$ cat config.mk
export PLATFORM = sky130hd
export DESIGN_NAME = lut_sat_unit
export DESIGN_NICKNAME = d
export VERILOG_FILES = /design/src/rtl/lut_sat_pkg.sv /design/src/rtl/lut_sat_ram.sv /design/src/rtl/lut_sat_regs.sv /design/src/rtl/lut_sat_ovr.sv /design/src/rtl/lut_sat_unit.sv
export SDC_FILE = /design/constraint.sdc
export NUM_CORES = 2
export LEC_CHECK = 0
export ABC_AREA = 0
export BUFFER_PORTS_ARGS = -buffer_cell sky130_fd_sc_hd__buf_2
export CORE_AREA = 2 2 593 595
export CTS_CLUSTER_DIAMETER = 100
export DETAILED_ROUTE_END_ITERATION = 10
export DIE_AREA = 0 0 595 597
export GPL_TIMING_DRIVEN = 0
export PLACE_DENSITY = 0.47
export SYNTH_ARGS = -nofsm -noshare
export SYNTH_HDL_FRONTEND = slang
export SYNTH_SLANG_ARGS = --single-unit
$ cat constraint.sdc
create_clock -name clk -period 9.8 [get_ports clk]
set_input_delay 1.47 -clock clk [delete_from_list [all_inputs] [get_ports clk]]
set_output_delay 1.47 -clock clk [all_outputs]
set_load 0.02 [all_outputs]
$ cat src/rtl/lut_sat_pkg.sv
package lut_sat_pkg;
  localparam int BYTE_W = 8;

  typedef enum logic [1:0] {
    RGN_NONE = 2'd0,
    RGN_HI   = 2'd1,
    RGN_LO   = 2'd2,
    RGN_TAB  = 2'd3
  } region_e;
endpackage

$ cat src/rtl/lut_sat_ram.sv
module lut_sat_ram #(
  parameter int IDX_W  = 8,
  parameter int BYTE_W = 8
) (
  input  logic              clk,
  input  logic [IDX_W-1:0]  dp_idx,
  output logic [BYTE_W-1:0] dp_q,
  input  logic              hs_we,
  input  logic [IDX_W-1:0]  hs_idx,
  input  logic [BYTE_W-1:0] hs_wdata,
  output logic [BYTE_W-1:0] hs_q
);
  localparam int DEPTH = 1 << IDX_W;

  logic [BYTE_W-1:0] mem [DEPTH];

  // single clock, read-first on both ports
  always_ff @(posedge clk) begin
    if (hs_we) mem[hs_idx] <= hs_wdata;
    dp_q <= mem[dp_idx];
    hs_q <= mem[hs_idx];
  end
endmodule

$ cat src/rtl/lut_sat_regs.sv
module lut_sat_regs
  import lut_sat_pkg::*;
#(
  parameter int ADDR_W = 9,
  parameter int SAT_W  = 32
) (
  input  logic              clk,
  input  logic              rst,
  input  logic              wr_en,
  input  logic [ADDR_W-1:0] addr,
  input  logic [BYTE_W-1:0] wdata,
  output region_e           region,
  output logic [BYTE_W-1:0] rd_byte,
  output logic [SAT_W-1:0]  sat_hi,
  output logic [SAT_W-1:0]  sat_lo
);
  localparam int SAT_BYTES = SAT_W / BYTE_W;
  localparam int SAT_AW    = $clog2(SAT_BYTES);

  logic [SAT_AW-1:0] byte_sel;
  assign byte_sel = addr[SAT_AW-1:0];

  always_comb begin
    if (addr[ADDR_W-1])
      region = RGN_TAB;
    else if (addr[ADDR_W-2:SAT_AW+1] != '0)
      region = RGN_NONE;
    else if (addr[SAT_AW])
      region = RGN_LO;
    else
      region = RGN_HI;
  end

  generate
    for (genvar k = 0; k < SAT_BYTES; k++) begin : g_byte
      always_ff @(posedge clk) begin
        if (rst) begin
          sat_hi[k*BYTE_W +: BYTE_W] <= '0;
          sat_lo[k*BYTE_W +: BYTE_W] <= '0;
        end else if (wr_en && byte_sel == SAT_AW'(k)) begin
          if (region == RGN_HI) sat_hi[k*BYTE_W +: BYTE_W] <= wdata;
          if (region == RGN_LO) sat_lo[k*BYTE_W +: BYTE_W] <= wdata;
        end
      end
    end
  endgenerate

  always_comb begin
    case (region)
      RGN_HI:  rd_byte = sat_hi[byte_sel*BYTE_W +: BYTE_W];
      RGN_LO:  rd_byte = sat_lo[byte_sel*BYTE_W +: BYTE_W];
      default: rd_byte = '0;
    endcase
  end
endmodule

$ cat src/rtl/lut_sat_ovr.sv
module lut_sat_ovr
  import lut_sat_pkg::*;
#(
  parameter int SAT_W = 32
) (
  input  logic              clk,
  input  logic              rst,
  input  logic              pos_any,
  input  logic              neg_any,
  input  logic [SAT_W-1:0]  sat_hi,
  input  logic [SAT_W-1:0]  sat_lo,
  input  logic [BYTE_W-1:0] tab_q,
  output logic [SAT_W-1:0]  dout
);
  logic             ovr_q;
  logic [SAT_W-1:0] sat_q;
  logic             live_q;

  always_ff @(posedge clk) begin
    if (rst) begin
      ovr_q  <= 1'b0;
      sat_q  <= '0;
      live_q <= 1'b0;
    end else begin
      ovr_q  <= pos_any | neg_any;
      sat_q  <= pos_any ? sat_hi : sat_lo;  // upper wins on conflict
      live_q <= 1'b1;
    end
  end

  always_comb begin
    if (!live_q)
      dout = '0;
    else if (ovr_q)
      dout = sat_q;
    else
      dout = {{(SAT_W-BYTE_W){1'b0}}, tab_q};
  end
endmodule

$ cat src/rtl/lut_sat_unit.sv
module lut_sat_unit
  import lut_sat_pkg::*;
#(
  parameter int IDX_W  = 8,
  parameter int SAT_W  = 32,
  parameter int ADDR_W = IDX_W + 1
) (
  input  logic              clk,
  input  logic              rst,
  input  logic              run_lock,
  input  logic [IDX_W-1:0]  pix_idx,
  input  logic              ovf_pos_a,
  input  logic              ovf_pos_b,
  input  logic              ovf_neg_a,
  input  logic              ovf_neg_b,
  output logic [SAT_W-1:0]  lut_out,
  input  logic              host_sel,
  input  logic              host_we,
  input  logic [ADDR_W-1:0] host_addr,
  input  logic [7:0]        host_wdata,
  output logic              host_rvalid,
  output logic [7:0]        host_rdata
);
  logic              access;
  logic              wr_any;
  logic              rd_req;
  region_e           region;
  logic [BYTE_W-1:0] reg_byte;
  logic [SAT_W-1:0]  sat_hi;
  logic [SAT_W-1:0]  sat_lo;
  logic [BYTE_W-1:0] dp_q;
  logic [BYTE_W-1:0] hs_q;
  logic              rd_tab_q;
  logic [BYTE_W-1:0] rd_reg_q;

  assign access = host_sel & ~run_lock;
  assign wr_any = access & host_we;
  assign rd_req = host_sel & ~host_we;

  lut_sat_regs #(.ADDR_W(ADDR_W), .SAT_W(SAT_W)) u_regs (
    .clk     (clk),
    .rst     (rst),
    .wr_en   (wr_any),
    .addr    (host_addr),
    .wdata   (host_wdata),
    .region  (region),
    .rd_byte (reg_byte),
    .sat_hi  (sat_hi),
    .sat_lo  (sat_lo)
  );

  lut_sat_ram #(.IDX_W(IDX_W), .BYTE_W(BYTE_W)) u_ram (
    .clk      (clk),
    .dp_idx   (pix_idx),
    .dp_q     (dp_q),
    .hs_we    (wr_any && region == RGN_TAB),
    .hs_idx   (host_addr[IDX_W-1:0]),
    .hs_wdata (host_wdata),
    .hs_q     (hs_q)
  );

  lut_sat_ovr #(.SAT_W(SAT_W)) u_ovr (
    .clk     (clk),
    .rst     (rst),
    .pos_any (ovf_pos_a | ovf_pos_b),
    .neg_any (ovf_neg_a | ovf_neg_b),
    .sat_hi  (sat_hi),
    .sat_lo  (sat_lo),
    .tab_q   (dp_q),
    .dout    (lut_out)
  );

  always_ff @(posedge clk) begin
    if (rst) begin
      host_rvalid <= 1'b0;
      rd_tab_q    <= 1'b0;
      rd_reg_q    <= '0;
    end else begin
      host_rvalid <= rd_req;
      rd_tab_q    <= rd_req && access && region == RGN_TAB;
      rd_reg_q    <= (rd_req && access) ? reg_byte : '0;
    end
  end

  assign host_rdata = rd_tab_q ? hs_q : rd_reg_q;
endmodule

### After elaboration in Yosys (flattened, before gate mapping)

Memory sizes are Yosys's and may differ from the RTL's. A register that Yosys moved wholly into a read port is not among the register bits.
Cells that the tools add are included.

| word-level totals | value |
|---|---|
| output and inout bits | 41 |
| bits in registers | 108 |
| memories kept | 1 |
| word-level logic and storage cells | 61 |
| memory bits (writable) | 2048 |
| bits of input ports | 34 |

| cells by class | value |
|---|---|
| muxes and demuxes | 11 |
| equality and inequality tests | 6 |
| reduce and logical (&&, ||, !) cells | 18 |
| bitwise logic cells | 9 |
| shift operators | 2 |

Memory list:

| memory | depth | width | read ports | clocked after memory_dff | write ports | RTL line | text |
|---|---|---|---|---|---|---|---|
| u_ram.mem | 256 | 8 | 2 | 2 | 1 | lut_sat_ram.sv:15 | `logic [BYTE_W-1:0] mem [DEPTH];` |

Operators by type and width:

| kind | count |
|---|---|
| $mux 32 | 3 |
| $shiftx 32x6->8 | 2 |
| $pmux 8 s2 | 1 |
| $reduce_and 2->1 | 8 |
| $eq 2x2->1 const B | 4 |
| $mux 8 | 1 |
| $logic_and 1x1->1 | 7 |
| $mux 2 | 3 |
| $reduce_bool 5->1 | 1 |
| $eq 2x1->1 const B | 2 |
| $and 1x1->1 | 3 |
| $mux 1 | 3 |
| $not 1->1 | 3 |
| $or 1x1->1 | 3 |
| $logic_not 2->1 | 1 |
| $reduce_or 2->1 | 1 |

### Depth between registers and ports, before layout

| depth | value |
|---|---|
| depth after elaboration | 7 |
| gate-level depth with buffers | 14 |
| depth with buffers taken out | 9 |

### By module

A second synthesis with hierarchy kept.

| unflattened totals | value |
|---|---|
| cell total of the unflattened synthesis | 5417 |
| area total of the unflattened synthesis | 101406.0 um^2 |

Modules (own cells, without submodules):

| module | seq. area each (um^2) | instances | cells each | area an instance (um^2) |
|---|---|---|---|---|
| lut_sat_ram | 61819.3 | 1 | 4895 | 96476.3 |
| lut_sat_regs | 1281.2 | 1 | 330 | 2952.8 |
| lut_sat_ovr | 680.7 | 1 | 156 | 1562.7 |
| lut_sat_unit | 200.2 | 1 | 36 | 414.1 |

### Worst setup path after synthesis

No wires, ideal clock.

| timing | value |
|---|---|
| path kind | input port to flip-flop |
| start | input host_addr[2] |
| end | memory u_ram.mem[122][0] (enable) |
| arrival | 4.541 ns |
| path slack | 4.875 ns |
| required time | 9.417 ns |
| stages on the path | 12 |
| library setup time | 0.383 ns |
| buffers on the path | 6 |
| path through | clkbuf_1 > buf_2 > nor2_1 > clkbuf_1 > clkbuf_1 > a21o_1 > ha_1 > and2_1 > clkbuf_1 > buf_1 > nand3_1 > nor3_1 |

| on the way | value |
|---|---|
| longest elaborated chain between the ends | 7 |

RTL lines:

| element | RTL line | text |
|---|---|---|
| start: declaration | lut_sat_unit.sv:19 | `input logic [ADDR_W-1:0] host_addr,` |
| $mux 2 | lut_sat_regs.sv:28 | `else if (addr[SAT_AW])` |
| $mux 2 | lut_sat_regs.sv:26 | `else if (addr[ADDR_W-2:SAT_AW+1] != '0)` |
| $mux 2 | lut_sat_regs.sv:24 | `if (addr[ADDR_W-1])` |
| $eq 2x2->1 | lut_sat_unit.sv:56 | `.hs_we (wr_any && region == RGN_TAB),` |
| $logic_and 1x1->1 | lut_sat_unit.sv:56 |  |
| $mux 1 | lut_sat_ram.sv:19 | `if (hs_we) mem[hs_idx] <= hs_wdata;` |
| $mux 1 (not written as such) | lut_sat_ram.sv:19 |  |
| end: declaration | lut_sat_ram.sv:15 |  |

Several ways; a longest one is shown, not always the timed one.

### Worst setup path in the final report

| timing | value |
|---|---|
| start | input host_addr[2] |
| end | memory u_ram.mem[62][7] (enable) |

Same word-level chain as after synthesis.

==> flow_summary.html <==
<table>
<tr><th>Metric</th><th>Value</th></tr>
<tr><th colspan="2">Status</th></tr>
<tr><td>Result of the run</td><td>finished, violations left</td></tr>
<tr><td>Violated checks</td><td>max-capacitance violations, max-slew violations, negative setup slack</td></tr>
<tr><th colspan="2">Worst setup path</th></tr>
<tr><td>Type of destination of the critical path</td><td>flop</td></tr>
<tr><td>Startpoint class of the critical path</td><td>primary input</td></tr>
<tr><td>Top fanout value on the critical path</td><td>12</td></tr>
<tr><td>Required time at the endpoint of the critical path</td><td>10.39 ns</td></tr>
<tr><td>Worst reg2reg startpoint</td><td>u_ram.mem[15][5]</td></tr>
<tr><td>Endpoint of the worst register-to-register path</td><td>u_ram.hs_q[5]</td></tr>
<tr><td>Most Frequent Cell on Critical Path</td><td>sky130_fd_sc_hd__clkbuf_1</td></tr>
<tr><td>R2r worst-path depth</td><td>6</td></tr>
<tr><td>CP top delay family</td><td>buffers and inverters</td></tr>
<tr><td>Delay of the slowest cell on the worst path</td><td>1.58 ns</td></tr>
<tr><td>Classification of the worst setup path</td><td>primary input to flop</td></tr>
<tr><td>Arrival time of the worst setup path</td><td>11.37 ns</td></tr>
<tr><td>Setup slack of the most critical reg-to-reg path</td><td>5.33 ns</td></tr>
<tr><td>Critical path, cell by cell</td><td>clkbuf_1 -&gt; nor2b_1 -&gt; clkbuf_1 -&gt; clkbuf_2 -&gt; buf_2 -&gt; a21o_1 -&gt; ha_1 -&gt; and2_1 -&gt; clkbuf_1 -&gt; buf_1 -&gt; nand3_1 -&gt; nor2_1</td></tr>
<tr><td>Slowest CP cell</td><td>sky130_fd_sc_hd__nor2_1</td></tr>
<tr><td>Bufs and invs on worst path</td><td>6</td></tr>
<tr><th colspan="2">Yosys</th></tr>
<tr><td>Post-synthesis average cell area</td><td>18.9 µm²</td></tr>
<tr><td>Number of enable-type register cells in the synthesized netlist</td><td>2048</td></tr>
<tr><td>Primary flip-flop cell chosen by synthesis mapping</td><td>sky130_fd_sc_hd__edfxtp_1</td></tr>
<tr><td>Total number of yosys warnings</td><td>0</td></tr>
<tr><td>Synthesized area</td><td>101000 µm²</td></tr>
<tr><td>Post-synthesis cell type count</td><td>64</td></tr>
<tr><td>Synthesized Nets</td><td>5375</td></tr>
<tr><td>Cells after Synth</td><td>5338</td></tr>
<tr><td>Async S/R FF share, synth</td><td>0%</td></tr>
<tr><td>Fraction of the yosys area taken by sequential cells</td><td>63.4%</td></tr>
<tr><td>Post-synthesis sequential element count</td><td>2172</td></tr>
<tr><th colspan="2">Floorplan</th></tr>
<tr><td>Number of standard-cell rows in the floorplan</td><td>217</td></tr>
<tr><td>Count of pins on the block boundary</td><td>75</td></tr>
<tr><td>Floorplan die area</td><td>355000 µm²</td></tr>
<tr><td>Initial Utilization</td><td>28.9%</td></tr>
<tr><td>CORE AREA</td><td>349000 µm²</td></tr>
<tr><td>Die Ht</td><td>597 µm</td></tr>
<tr><td>X dimension of the die</td><td>595 µm</td></tr>
<tr><th colspan="2">Clock tree</th></tr>
<tr><td>Clock Pin Slew Worst Setup and Hold Paths</td><td>0.06 ns</td></tr>
<tr><td>Sinks on Clock Net</td><td>2172</td></tr>
<tr><td>Clk root buf</td><td>sky130_fd_sc_hd__clkbuf_16</td></tr>
<tr><td>Clock latency at the later pin of the worst-skew pair</td><td>1.01 ns</td></tr>
<tr><td>Number of H-tree levels</td><td>4</td></tr>
<tr><td>TritonCTS Buffers</td><td>245</td></tr>
<tr><td>TritonCTS clock tree</td><td>built</td></tr>
<tr><td>Max Root-Sink Buffers</td><td>4</td></tr>
<tr><th colspan="2">Power and ir drop</th></tr>
<tr><td>Fraction of power spent switching nets</td><td>27.9%</td></tr>
<tr><td>Leakage power of the design</td><td>36.3 nW</td></tr>
<tr><td>P per Cell Area</td><td>189 nW/µm²</td></tr>
<tr><td>Clock network fraction of design power</td><td>41.9%</td></tr>
<tr><td>Portion of total power attributed to combinational logic</td><td>11.9%</td></tr>
<tr><td>Post-layout total power</td><td>0.0220 W</td></tr>
<tr><td>Highest ir drop seen on vdd</td><td>0.000153 V</td></tr>
<tr><td>Sequential Power Share</td><td>46.2%</td></tr>
<tr><td>Pint</td><td>0.0159 W</td></tr>
<tr><td>Power spent charging and discharging nets</td><td>0.00615 W</td></tr>
<tr><th colspan="2">Global routing</th></tr>
<tr><td>Largest net degree at the start of global routing</td><td>149</td></tr>
<tr><td>First-pass GRT wire length</td><td>761000 µm</td></tr>
<tr><td>Vias in the first global route</td><td>63600</td></tr>
<tr><td>Final global-route overflow total</td><td>0</td></tr>
<tr><td>Total track usage</td><td>34.2%</td></tr>
<tr><td>Initial antenna violation count</td><td>109</td></tr>
<tr><th colspan="2">Final layout</th></tr>
<tr><td>Synthesis-to-layout area growth</td><td>15.6%</td></tr>
<tr><td>Net count, final</td><td>5761</td></tr>
<tr><td>Layout cells sized above 1</td><td>32.0%</td></tr>
<tr><td>Final design utilization</td><td>33.5%</td></tr>
<tr><th colspan="2">Timing</th></tr>
<tr><td>Crit path time final</td><td>10.79 ns</td></tr>
<tr><td>Final clock period utilization by the worst path</td><td>110%</td></tr>
<tr><td>Headroom to the max-slew limit</td><td>-22.2%</td></tr>
<tr><td>Final Hold Vio Count</td><td>0</td></tr>
<tr><td>Setup Viol. Count Final</td><td>146</td></tr>
<tr><td>Least setup slack across all paths after layout</td><td>-0.986 ns</td></tr>
<tr><td>Slew at the pin with the worst max-slew slack</td><td>1.83 ns</td></tr>
<tr><td>Achievable Freq</td><td>0.0927 GHz</td></tr>
<tr><td>Clock skew after layout</td><td>0.0504 ns</td></tr>
<tr><td>RSZ-0062 raised after global routing</td><td>true</td></tr>
<tr><td>Final-report max-slew violation count</td><td>184</td></tr>
<tr><th colspan="2">Placed design</th></tr>
<tr><td>Port-buffer cells</td><td>63</td></tr>
<tr><td>Placed wire-length estimate after detailed placement</td><td>437000 µm</td></tr>
<tr><td>Routability congestion estimate from global placement</td><td>1.06</td></tr>
<tr><th colspan="2">Worst hold path</th></tr>
<tr><td>Class of the tightest hold or removal check</td><td>flop to flop</td></tr>
<tr><td>Critical hold path startpoint</td><td>u_regs.sat_lo[4]</td></tr>
<tr><td>Endpoint, Worst Hold</td><td>u_ovr.sat_q[4]</td></tr>
<tr><td>Depth of the worst hold-timing path</td><td>2</td></tr>
<tr><th colspan="2">Routing</th></tr>
<tr><td>Final WL</td><td>621000 µm</td></tr>
<tr><td>DR vias</td><td>70400</td></tr>
<tr><td>Detail-routed net length per standard cell</td><td>58.6 µm</td></tr>
<tr><td>Drt first pass iters</td><td>8</td></tr>
<tr><td># DRC</td><td>0</td></tr>
<tr><td>Post-route antenna net violation count</td><td>0</td></tr>
<tr><td>Average via count per standard cell</td><td>6.64</td></tr>
<tr><td>Drt initial violations</td><td>14500</td></tr>
<tr><th colspan="2">Flow run</th></tr>
<tr><td>Max-cap violations</td><td>31</td></tr>
</table>
[worst reg2reg max path, cell delays in order, from the launching register on]
cell	delay (ns)
sky130_fd_sc_hd__edfxtp_1	0.38
sky130_fd_sc_hd__mux4_2	0.48
sky130_fd_sc_hd__a22o_1	0.24
sky130_fd_sc_hd__a221oi_1	0.65
sky130_fd_sc_hd__o32ai_1	0.36
sky130_fd_sc_hd__nor3_1	1.02
sky130_fd_sc_hd__o2111ai_1	0.91
[how the worst max path moves through the flow]
| stage | start | end | cells past startpoint |
|---|---|---|---|
| 2_1_floorplan | host_addr[2] | u_ram.mem[122][0] | 12 |
| 3_3_place_gp | host_addr[2] | u_ram.mem[206][1] | 12 |
| 3_5_place_dp | host_addr[2] | u_ram.mem[14][3] | 12 |
| 4_1_cts | host_addr[2] | u_ram.mem[170][2] | 12 |
| 5_1_grt | host_addr[2] | u_ram.mem[138][2] | 12 |
| 6_report | host_addr[2] | u_ram.mem[62][7] | 12 |
[placed cells by master, fill, tap and decap left out, drive strengths merged, types with 5 or more instances in the layout]
cell    synthesis  routed
nand3          34      34
a31oi           5       5
a21oi          93      93
diode           0      63
buf           264     403
o311ai          5       5
or3             7       7
o31ai           7       7
o32ai           6       6
edfxtp       2048    2048
a21boi          7       7
mux2i         367     367
nand2         211     211
inv             7      20
mux2           28      28
and2            8       8
a22o           20      20
o21ai          24      24
o221ai        122     122
nor4           28      28
a22oi          84      84
mux4         1034    1034
or2             7       7
bufinv          0      13
o22ai          68      68
nor2          352     352
clkbuf        171     490
nor3           32      32
a211oi         42      42
nand2b         13      13
and3           28      28
dfxtp         124     124
nor2b          37      37
a221oi         13      13
clkinv          0     106
[cells by family after synthesis]
family	share of synthesized area (%)
AND/OR/NAND/NOR	3.35
AO/OA/AOI/OAI	3.75
adder cells (fa/ha/maj)	0.0372
flip-flops	63.4
multiplexers	27.0
buffers and inverters	2.40
[cell usage after synthesis (all sizes together) (4+ instances only)]
master,instances,share of area [%]
nor3,32,0.18
nand3,34,0.17
a21boi,7,0.052
and3,28,0.17
mux4,1034,23
nor4,28,0.17
nor2b,37,0.23
mux2,28,0.31
dfxtp,124,2.5
and2,8,0.050
o22ai,68,0.42
o221ai,122,1.1
o32ai,6,0.052
a31oi,5,0.031
edfxtp,2048,61
o21ai,24,0.12
or2,7,0.043
a22oi,84,0.63
clkbuf,171,0.64
nand2b,13,0.081
nor2,352,1.3
o31ai,7,0.052
a22o,20,0.17
inv,7,0.026
a21oi,93,0.46
o311ai,5,0.043
mux2i,367,3.6
buf,264,1.7
o2111ai,4,0.035
or3,7,0.043
nand2,211,0.79
a221oi,13,0.11
a211oi,42,0.31
o211ai,4,0.030
a221o,4,0.040
[layer usage]
metal  GRT usage [%]  part of all wire [%]  up-vias  wire length, µm
met1            42.7                    36    38400           225000
li1                -                     -    23700                -
met5               0                 0.051        -              315
met3            12.0                    13     1546            79900
met4            25.8                   9.0       40            55800
met2            48.7                    42     6699           260000
[sequential cells by signal, indices dropped and copies added (netlist names)]
name	flops
u_ram.mem	2048
u_ovr.sat_q	32
u_regs.sat_hi	32
u_regs.sat_lo	32
rd_reg_q	8
u_ram.dp_q	8
u_ram.hs_q	8
host_rvalid	1
rd_tab_q	1
u_ovr.live_q	1
u_ovr.ovr_q	1
[final cells by class]
cell class | count | area, µm²
Timing Repair Buffer | 139 | 1960
Tap cell | 4599 | 5750
Multi-Input combinational cell | 2724 | 34600
Clock buffer | 319 | 6570
Clock inverter | 134 | 1090
Inverter | 7 | 26.3
Fill cell | 33300 | 232000
Buffer | 435 | 2520
Antenna cell | 63 | 158
Sequential cell | 2172 | 64000
[repair_timing]
item / CTS / global route
hold buffers: 0 / 0
resized for setup: 0 / 6
cloned: 0 / 0
setup endpoints to repair: 16 / 56
buffers inserted: 1 / 0
pin swaps: 2 / 0
[power groups by stage]
stage          logic (W)  registers, W  clock network (W)
2_1_floorplan   0.000941        0.0104                  0
3_3_place_gp     0.00241        0.0104                  0
3_5_place_dp     0.00248        0.0104                  0
4_1_cts          0.00248        0.0102            0.00920
5_1_grt          0.00251        0.0102            0.00952
6_report         0.00262        0.0102            0.00924
[per-stage QoR]
stage               std cells  setup TNS, ns  hold WS, ns  setup WS [ns]  area [µm²]
floorplan                5338              0        0.438           4.88      101000
global placement        10000       -2713.55        0.473          -3.82      107000
detailed placement      10100        -101.91        0.465          -1.07      109000
CTS                     10500              0        0.475        0.00419      116000
global route            10500          -4.91        0.497         -0.204      117000
finish                  10600         -83.22        0.473         -0.986      117000
Note: power is estimated with default switching activity, not from simulation.
